### config.mk
export PLATFORM = sky130hd
export DESIGN_NAME = bcd_calendar
export DESIGN_NICKNAME = d
export VERILOG_FILES = /design/src/rtl/bcdcal_pkg.sv /design/src/rtl/bcdcal_regs.sv /design/src/rtl/bcdcal_engine.sv /design/src/rtl/bcdcal_readback.sv /design/src/rtl/bcd_calendar.sv
export SDC_FILE = /design/constraint.sdc
export NUM_CORES = 1
export LEC_CHECK = 0
export BUFFER_PORTS_ARGS = -buffer_cell sky130_fd_sc_hd__clkbuf_2
export CORE_ASPECT_RATIO = 1.75
export CORE_MARGIN = 5
export CORE_UTILIZATION = 40
export DETAILED_ROUTE_END_ITERATION = 10
export MAX_ROUTING_LAYER = met4
export SETUP_SLACK_MARGIN = 0.4
export SYNTH_ARGS = -nofsm -noshare
export SYNTH_HDL_FRONTEND = slang
export SYNTH_SLANG_ARGS = --single-unit
### constraint.sdc
create_clock -name clk -period 5.1 [get_ports clk]
set_input_delay 1.02 -clock clk [delete_from_list [all_inputs] [get_ports clk]]
set_output_delay 1.02 -clock clk [all_outputs]
set_load 0.01 [all_outputs]
### src/rtl/bcdcal_pkg.sv
package bcdcal_pkg;

    localparam int REG_W      = 16;
    localparam int ADDR_W     = 4;
    localparam int FIELD_W    = 8;
    localparam int NUM_FIELDS = 7;
    localparam int LEAP_BIT   = 15;
    localparam int TRIG_BIT   = 15;

    // field slots inside the packed time vector
    localparam int F_SEC  = 0;
    localparam int F_MIN  = 1;
    localparam int F_HOUR = 2;
    localparam int F_WDAY = 3;
    localparam int F_DAY  = 4;
    localparam int F_MON  = 5;
    localparam int F_YEAR = 6;

    localparam logic [ADDR_W-1:0] ADR_CTRL   = 4'h0;
    localparam logic [ADDR_W-1:0] ADR_FIELD0 = 4'h1;
    localparam logic [ADDR_W-1:0] ADR_YEAR   = 4'h7;
    localparam logic [ADDR_W-1:0] ADR_UPD    = 4'h8;

    typedef struct packed {
        logic                                   leap;
        logic [NUM_FIELDS-1:0][FIELD_W-1:0]     f;
    } caltime_t;

    // year 00, month 01, day 01, everything else zero
    localparam caltime_t CAL_RESET = caltime_t'({1'b0, 56'h00_01_01_00_00_00_00});

    function automatic logic [FIELD_W-1:0] field_mask(input int idx);
        case (idx)
            F_SEC, F_MIN:  return 8'h7F;
            F_HOUR, F_DAY: return 8'h3F;
            F_WDAY:        return 8'h07;
            F_MON:         return 8'h1F;
            default:       return 8'hFF;
        endcase
    endfunction

    function automatic logic [FIELD_W-1:0] bcd_inc(input logic [FIELD_W-1:0] v);
        if (v[3:0] == 4'h9)
            return {v[7:4] + 4'h1, 4'h0};
        return v + 8'h01;
    endfunction

    function automatic logic [FIELD_W-1:0] month_last(input logic [FIELD_W-1:0] mon,
                                                      input logic leap);
        case (mon)
            8'h02:                      return leap ? 8'h29 : 8'h28;
            8'h04, 8'h06, 8'h09, 8'h11: return 8'h30;
            default:                    return 8'h31;
        endcase
    endfunction

    // returns {carry_to_date, next_hour[5:0]}
    function automatic logic [6:0] hour_step(input logic [5:0] hr, input logic mode24);
        logic [7:0] inc;
        if (mode24) begin
            if (hr == 6'h23)
                return {1'b1, 6'h00};
            inc = bcd_inc({2'b00, hr});
            return {1'b0, inc[5:0]};
        end
        if (hr[4:0] == 5'h11)
            return {hr[5], ~hr[5], 5'h12};
        if (hr[4:0] == 5'h12)
            return {1'b0, hr[5], 5'h01};
        inc = bcd_inc({3'b000, hr[4:0]});
        return {1'b0, hr[5], inc[4:0]};
    endfunction

endpackage

### src/rtl/bcdcal_regs.sv
module bcdcal_regs
    import bcdcal_pkg::*;
#(
    parameter logic RESET_MODE24 = 1'b1
) (
    input  logic              clk,
    input  logic              rst,
    input  logic              wr_en,
    input  logic [ADDR_W-1:0] addr,
    input  logic [REG_W-1:0]  wdata,
    output caltime_t          staged,
    output logic              mode24,
    output logic              pending
);

    logic [NUM_FIELDS-1:0][FIELD_W-1:0] stage_f;
    logic                               stage_leap;

    // untouched data bits of the write bus
    logic unused_wbits;
    assign unused_wbits = ^wdata[14:8];

    for (genvar g = 0; g < NUM_FIELDS; g++) begin : g_stage
        logic [FIELD_W-1:0] q;
        always_ff @(posedge clk) begin
            if (rst)
                q <= CAL_RESET.f[g];
            else if (wr_en && addr == ADR_FIELD0 + ADDR_W'(g))
                q <= wdata[FIELD_W-1:0] & field_mask(g);
        end
        assign stage_f[g] = q;
    end

    always_ff @(posedge clk) begin
        if (rst)
            stage_leap <= CAL_RESET.leap;
        else if (wr_en && addr == ADR_YEAR)
            stage_leap <= wdata[LEAP_BIT];
    end

    always_ff @(posedge clk) begin
        if (rst)
            mode24 <= RESET_MODE24;
        else if (wr_en && addr == ADR_CTRL)
            mode24 <= wdata[0];
    end

    // trigger flag lives for exactly one cycle: the load cycle
    always_ff @(posedge clk) begin
        if (rst)
            pending <= 1'b0;
        else if (pending)
            pending <= 1'b0;
        else if (wr_en && addr == ADR_UPD && wdata[TRIG_BIT])
            pending <= 1'b1;
    end

    assign staged = '{leap: stage_leap, f: stage_f};

endmodule

### src/rtl/bcdcal_engine.sv
module bcdcal_engine
    import bcdcal_pkg::*;
(
    input  logic     clk,
    input  logic     rst,
    input  logic     tick,
    input  logic     load,
    input  logic     mode24,
    input  caltime_t staged,
    output caltime_t now
);

    caltime_t   cur;
    caltime_t   nxt;
    logic       c_min;
    logic       c_hour;
    logic       c_day;
    logic       c_mon;
    logic       c_year;
    logic [6:0] hstep;

    always_comb begin
        nxt    = cur;
        c_min  = (cur.f[F_SEC] == 8'h59);
        c_hour = c_min && (cur.f[F_MIN] == 8'h59);
        hstep  = hour_step(cur.f[F_HOUR][5:0], mode24);
        c_day  = c_hour && hstep[6];
        c_mon  = c_day && (cur.f[F_DAY] == month_last(cur.f[F_MON], cur.leap));
        c_year = c_mon && (cur.f[F_MON] == 8'h12);

        nxt.f[F_SEC] = c_min ? 8'h00 : bcd_inc(cur.f[F_SEC]);

        if (c_min)
            nxt.f[F_MIN] = (cur.f[F_MIN] == 8'h59) ? 8'h00 : bcd_inc(cur.f[F_MIN]);

        if (c_hour)
            nxt.f[F_HOUR] = {2'b00, hstep[5:0]};

        if (c_day) begin
            nxt.f[F_WDAY] = (cur.f[F_WDAY] == 8'h06) ? 8'h00 : cur.f[F_WDAY] + 8'h01;
            nxt.f[F_DAY]  = c_mon ? 8'h01 : bcd_inc(cur.f[F_DAY]);
        end

        if (c_mon)
            nxt.f[F_MON] = c_year ? 8'h01 : bcd_inc(cur.f[F_MON]);

        if (c_year)
            nxt.f[F_YEAR] = (cur.f[F_YEAR] == 8'h99) ? 8'h00 : bcd_inc(cur.f[F_YEAR]);
    end

    // load wins over a coincident tick
    always_ff @(posedge clk) begin
        if (rst)
            cur <= CAL_RESET;
        else if (load)
            cur <= staged;
        else if (tick)
            cur <= nxt;
    end

    assign now = cur;

endmodule

### src/rtl/bcdcal_readback.sv
module bcdcal_readback
    import bcdcal_pkg::*;
(
    input  logic [ADDR_W-1:0] addr,
    input  caltime_t          now,
    input  logic              mode24,
    input  logic              pending,
    output logic [REG_W-1:0]  rdata
);

    logic [ADDR_W-1:0] idx;

    always_comb begin
        idx   = addr - ADR_FIELD0;
        rdata = '0;
        if (addr == ADR_CTRL) begin
            rdata[0] = mode24;
        end else if (addr == ADR_UPD) begin
            rdata[TRIG_BIT] = pending;
        end else if (addr <= ADR_YEAR) begin
            for (int i = 0; i < NUM_FIELDS; i++)
                if (idx == ADDR_W'(i))
                    rdata[FIELD_W-1:0] = now.f[i] & field_mask(i);
            if (addr == ADR_YEAR)
                rdata[LEAP_BIT] = now.leap;
        end
    end

endmodule

### src/rtl/bcd_calendar.sv
module bcd_calendar
    import bcdcal_pkg::*;
#(
    parameter logic RESET_MODE24 = 1'b1
) (
    input  logic              clk,
    input  logic              rst,
    input  logic              tick,
    input  logic              wr_en,
    input  logic [ADDR_W-1:0] addr,
    input  logic [REG_W-1:0]  wdata,
    output logic [REG_W-1:0]  rdata
);

    caltime_t shadow_q;
    caltime_t cur_time;
    logic     mode24;
    logic     upd_pending;

    bcdcal_regs #(
        .RESET_MODE24(RESET_MODE24)
    ) u_regs (
        .clk    (clk),
        .rst    (rst),
        .wr_en  (wr_en),
        .addr   (addr),
        .wdata  (wdata),
        .staged (shadow_q),
        .mode24 (mode24),
        .pending(upd_pending)
    );

    bcdcal_engine u_engine (
        .clk   (clk),
        .rst   (rst),
        .tick  (tick),
        .load  (upd_pending),
        .mode24(mode24),
        .staged(shadow_q),
        .now   (cur_time)
    );

    bcdcal_readback u_rd (
        .addr   (addr),
        .now    (cur_time),
        .mode24 (mode24),
        .pending(upd_pending),
        .rdata  (rdata)
    );

endmodule

==> impl_metrics.env <==
export IMPL_status="complete, no violations"
export IMPL_r2r_start="u_engine.now[0]$_SDFFE_PP0N_"
export IMPL_period_share_pct=76.8
export IMPL_swShare_pct=24.7
export IMPL_reg2reg_to="u_engine.now[54]$_SDFFE_PP0P_"
export IMPL_critical_path_slowest_cell="nor2b_1"
export IMPL_synth_top_family_by_area="simple AND/OR/NAND/NOR gates"
export IMPL_hold_path_depth=2
export IMPL_tightest_slew_ps=950
export IMPL_dp_hpwl_um=12800
export IMPL_ys_seq_elements=100
export IMPL_ys_flop_type="dfxtp_1"
export IMPL_syn_cell_area_um2=6150
export IMPL_p_leak_nw=2.42
export IMPL_viasPerCell=5.76
export IMPL_synth_edf_count=0
export IMPL_start_util_pct=40.3
export IMPL_clockPowerShare_pct=44.2
export IMPL_maxCapViolCount=0
export IMPL_pwr_share_comb_pct=6.9
export IMPL_synth_cell_types=77
export IMPL_grt_start_max_net_pins=79
export IMPL_synth_mux_area_share_pct=5.13
export IMPL_synthAdderAreaFrac_pct=4.28
export IMPL_synth_top_cell_area_share_pct=32.6
export IMPL_drt_initial_drc_count=403
export IMPL_drtAntennaViolNets=0
export IMPL_holdPathEnd="u_regs.g_stage[6].q[2]$_SDFFE_PP0P_"
export IMPL_max_freq_mhz=255
export IMPL_grt_pass1_wl_um=29000
export IMPL_die_area_um2=18000
export IMPL_cts_root_buf="clkbuf_16"
export IMPL_drc=0
export IMPL_grt_setup_unrepaired="false"
export IMPL_netlist_instances=799
export IMPL_grt_pass1_vias=5447
export IMPL_postSynthAreaPerCell_um2=7.69
export IMPL_ff2ff_path_depth=8
export IMPL_clk_path_buf_depth=2
export IMPL_synth_xor_area_share_pct=2.89
export IMPL_grt_usage_pct=20.3
export IMPL_synth_seq_area_share_pct=32.6
export IMPL_finalHoldViolations=0
export IMPL_die_h_um=174
export IMPL_finalWirelength_um=18000
export IMPL_arrival_ps=2900
export IMPL_stdcell_area_um2=6640
export IMPL_cp_common_cell="clkbuf_2"
export IMPL_routed_via_count=5659
export IMPL_post_dp_cell_area_um2=6330
export IMPL_cts_tree="yes"
export IMPL_holdWs_ps=452
export IMPL_critPathLaunchType="input pin"
export IMPL_hp_class="reg -> reg"
export IMPL_antenna_found_initial=0
export IMPL_dr_pass1_iters=6
export IMPL_syn_to_final_growth_pct=8.02
export IMPL_crit_type="in -> out"
export IMPL_async_flop_share_pct=0
export IMPL_post_route_min_period_ps=3920
export IMPL_synth_compound_area_share_pct=20.9
export IMPL_cts_buffers=9
export IMPL_clock_sinks=100
export IMPL_cts_resized=0
export IMPL_yosys_area_share_simple_pct=27.8
export IMPL_rows=60
export IMPL_net_switching_power_mw=0.406
export IMPL_fin_skew_ps=7.86
export IMPL_yosysTopAreaCell="dfxtp_1"
export IMPL_setup_violations=0
export IMPL_finalMaxSlewViolations=0
export IMPL_clkTransAtPathRegs_ps=70
export IMPL_gp_congestion=0.925
export IMPL_die_width_um=104
export IMPL_wl_per_cell_um=18.3
export IMPL_num_antenna_cells=0
export IMPL_worst_path_largest_cell_delay_ps=450
export IMPL_grt_overflow=0
export IMPL_h_tree_depth=3
export IMPL_cp_required_ps=4080
export IMPL_synth_area_leaders="dfxtp_1, a21oi_1, nor2_1"
export IMPL_coreArea_um2=15200
export IMPL_drive_gt1_share_pct=10.2
export IMPL_power_total_mw=1.64
export IMPL_final_cell_mix="dfxtp_1, nor2_1, nand2_1, a21oi_1, nand3_1"
export IMPL_hold_start="u_regs.g_stage[6].q[2]$_SDFFE_PP0P_"
export IMPL_yosysWarnings=0
export IMPL_p_seq_share_pct=48.9
export IMPL_reg2reg_slack_ps=2220
export IMPL_cts_hold_buf=0
export IMPL_post_cts_setup_buffers=0
export IMPL_critPathCaptureType="output port"
export IMPL_io_buffers=25
export IMPL_clock_latency_ps=350
export IMPL_layout_commonest_cell="dfxtp_1"
export IMPL_p_int_mw=1.24
export IMPL_critPathMaxFanout=23
export IMPL_startpoint="addr[0]"
export IMPL_power_density_nw_per_um2=247
export IMPL_vdd_ir_drop_worst_uv=162
export IMPL_nets=836
export IMPL_finalSetupTns_ps=0
export IMPL_path_cells="clkbuf_2, nor2b_1, buf_4, a22oi_1, o22ai_1, a31oi_1, o21ai_0, clkbuf_2"
export IMPL_relSlewSlack_pct=36.7
export IMPL_io_pins=40
-- cell type report --
type | count | area (um^2)
Clock buffer | 12 | 256
Clock inverter | 4 | 55.1
Fill cell | 1578 | 8600
Inverter | 32 | 120
Multi-Input combinational cell | 614 | 3780
Sequential cell | 100 | 2000
Tap cell | 186 | 233
Timing Repair Buffer | 34 | 193
-- synthesized netlist by cell type, drive strengths merged (7+ instances only) --
library cell / number
inv: 31
and3: 13
a211oi: 8
ha: 21
o21ai: 49
nand2: 87
a221oi: 10
nor2: 93
a31oi: 11
nor2b: 7
dfxtp: 100
mux2i: 27
nand4: 8
xnor2: 12
clkbuf: 43
buf: 16
nor3: 28
a22oi: 12
a21oi: 77
nand3: 58
-- logic make-up after synthesis --
| logic type | Yosys count |
|---|---|
| xor gates and xnor gates | 16 |
| buffers and inverters | 91 |
| and+or+nand+nor | 334 |
| adders and majority gates | 21 |
| other | 1 |
| muxes | 31 |
| AOI/OAI and AO/OA | 205 |
| DFF | 100 |
-- sequential cells by signal, indices dropped and copies added (netlist names) --
name,flops
u_engine.now,55
u_regs.g_stage.q,42
u_regs.mode24,1
u_regs.pending,1
u_regs.stage_leap,1
-- power by group through the flow --
| stage | logic [mW] | registers (mW) | clock network (mW) |
|---|---|---|---|
| floorplan | 0.0775 | 0.815 | 0 |
| global placement | 0.110 | 0.821 | 0 |
| detailed placement | 0.111 | 0.821 | 0 |
| CTS | 0.112 | 0.802 | 0.745 |
| global route | 0.123 | 0.804 | 0.777 |
| finish | 0.113 | 0.803 | 0.726 |
-- critical path, delay by kind of cell --
kind                   cells  cell delay (ps)
AO/OA/AOI/OAI              4              600
AND/OR/NAND/NOR            1              450
buffers and inverters      3              800
-- metrics by stage --
stage	instances	utilization, %	setup slack (ps)
2_1_floorplan	805	-	1910
3_3_place_gp	966	41.5	1180
3_5_place_dp	966	41.5	1220
4_1_cts	982	43.6	1210
5_1_grt	982	43.6	1010
6_report	982	43.6	1180
-- worst max-delay path by stage --
stage,to,slack [ps]
floorplan,rdata[0],1910
global placement,rdata[0],1180
detailed placement,rdata[0],1220
CTS,rdata[0],1210
global route,rdata[0],1010
finish,rdata[0],1180
-- routing by layer --
layer	vias up	share of wire (%)	global-route usage [%]
met1	2698	40	22.7
met5	-	0	-
li1	2822	-	-
met4	0	2.2	6.54
met3	18	3.2	2.19
met2	121	54	37.2
(Power assumes the default switching activity.)
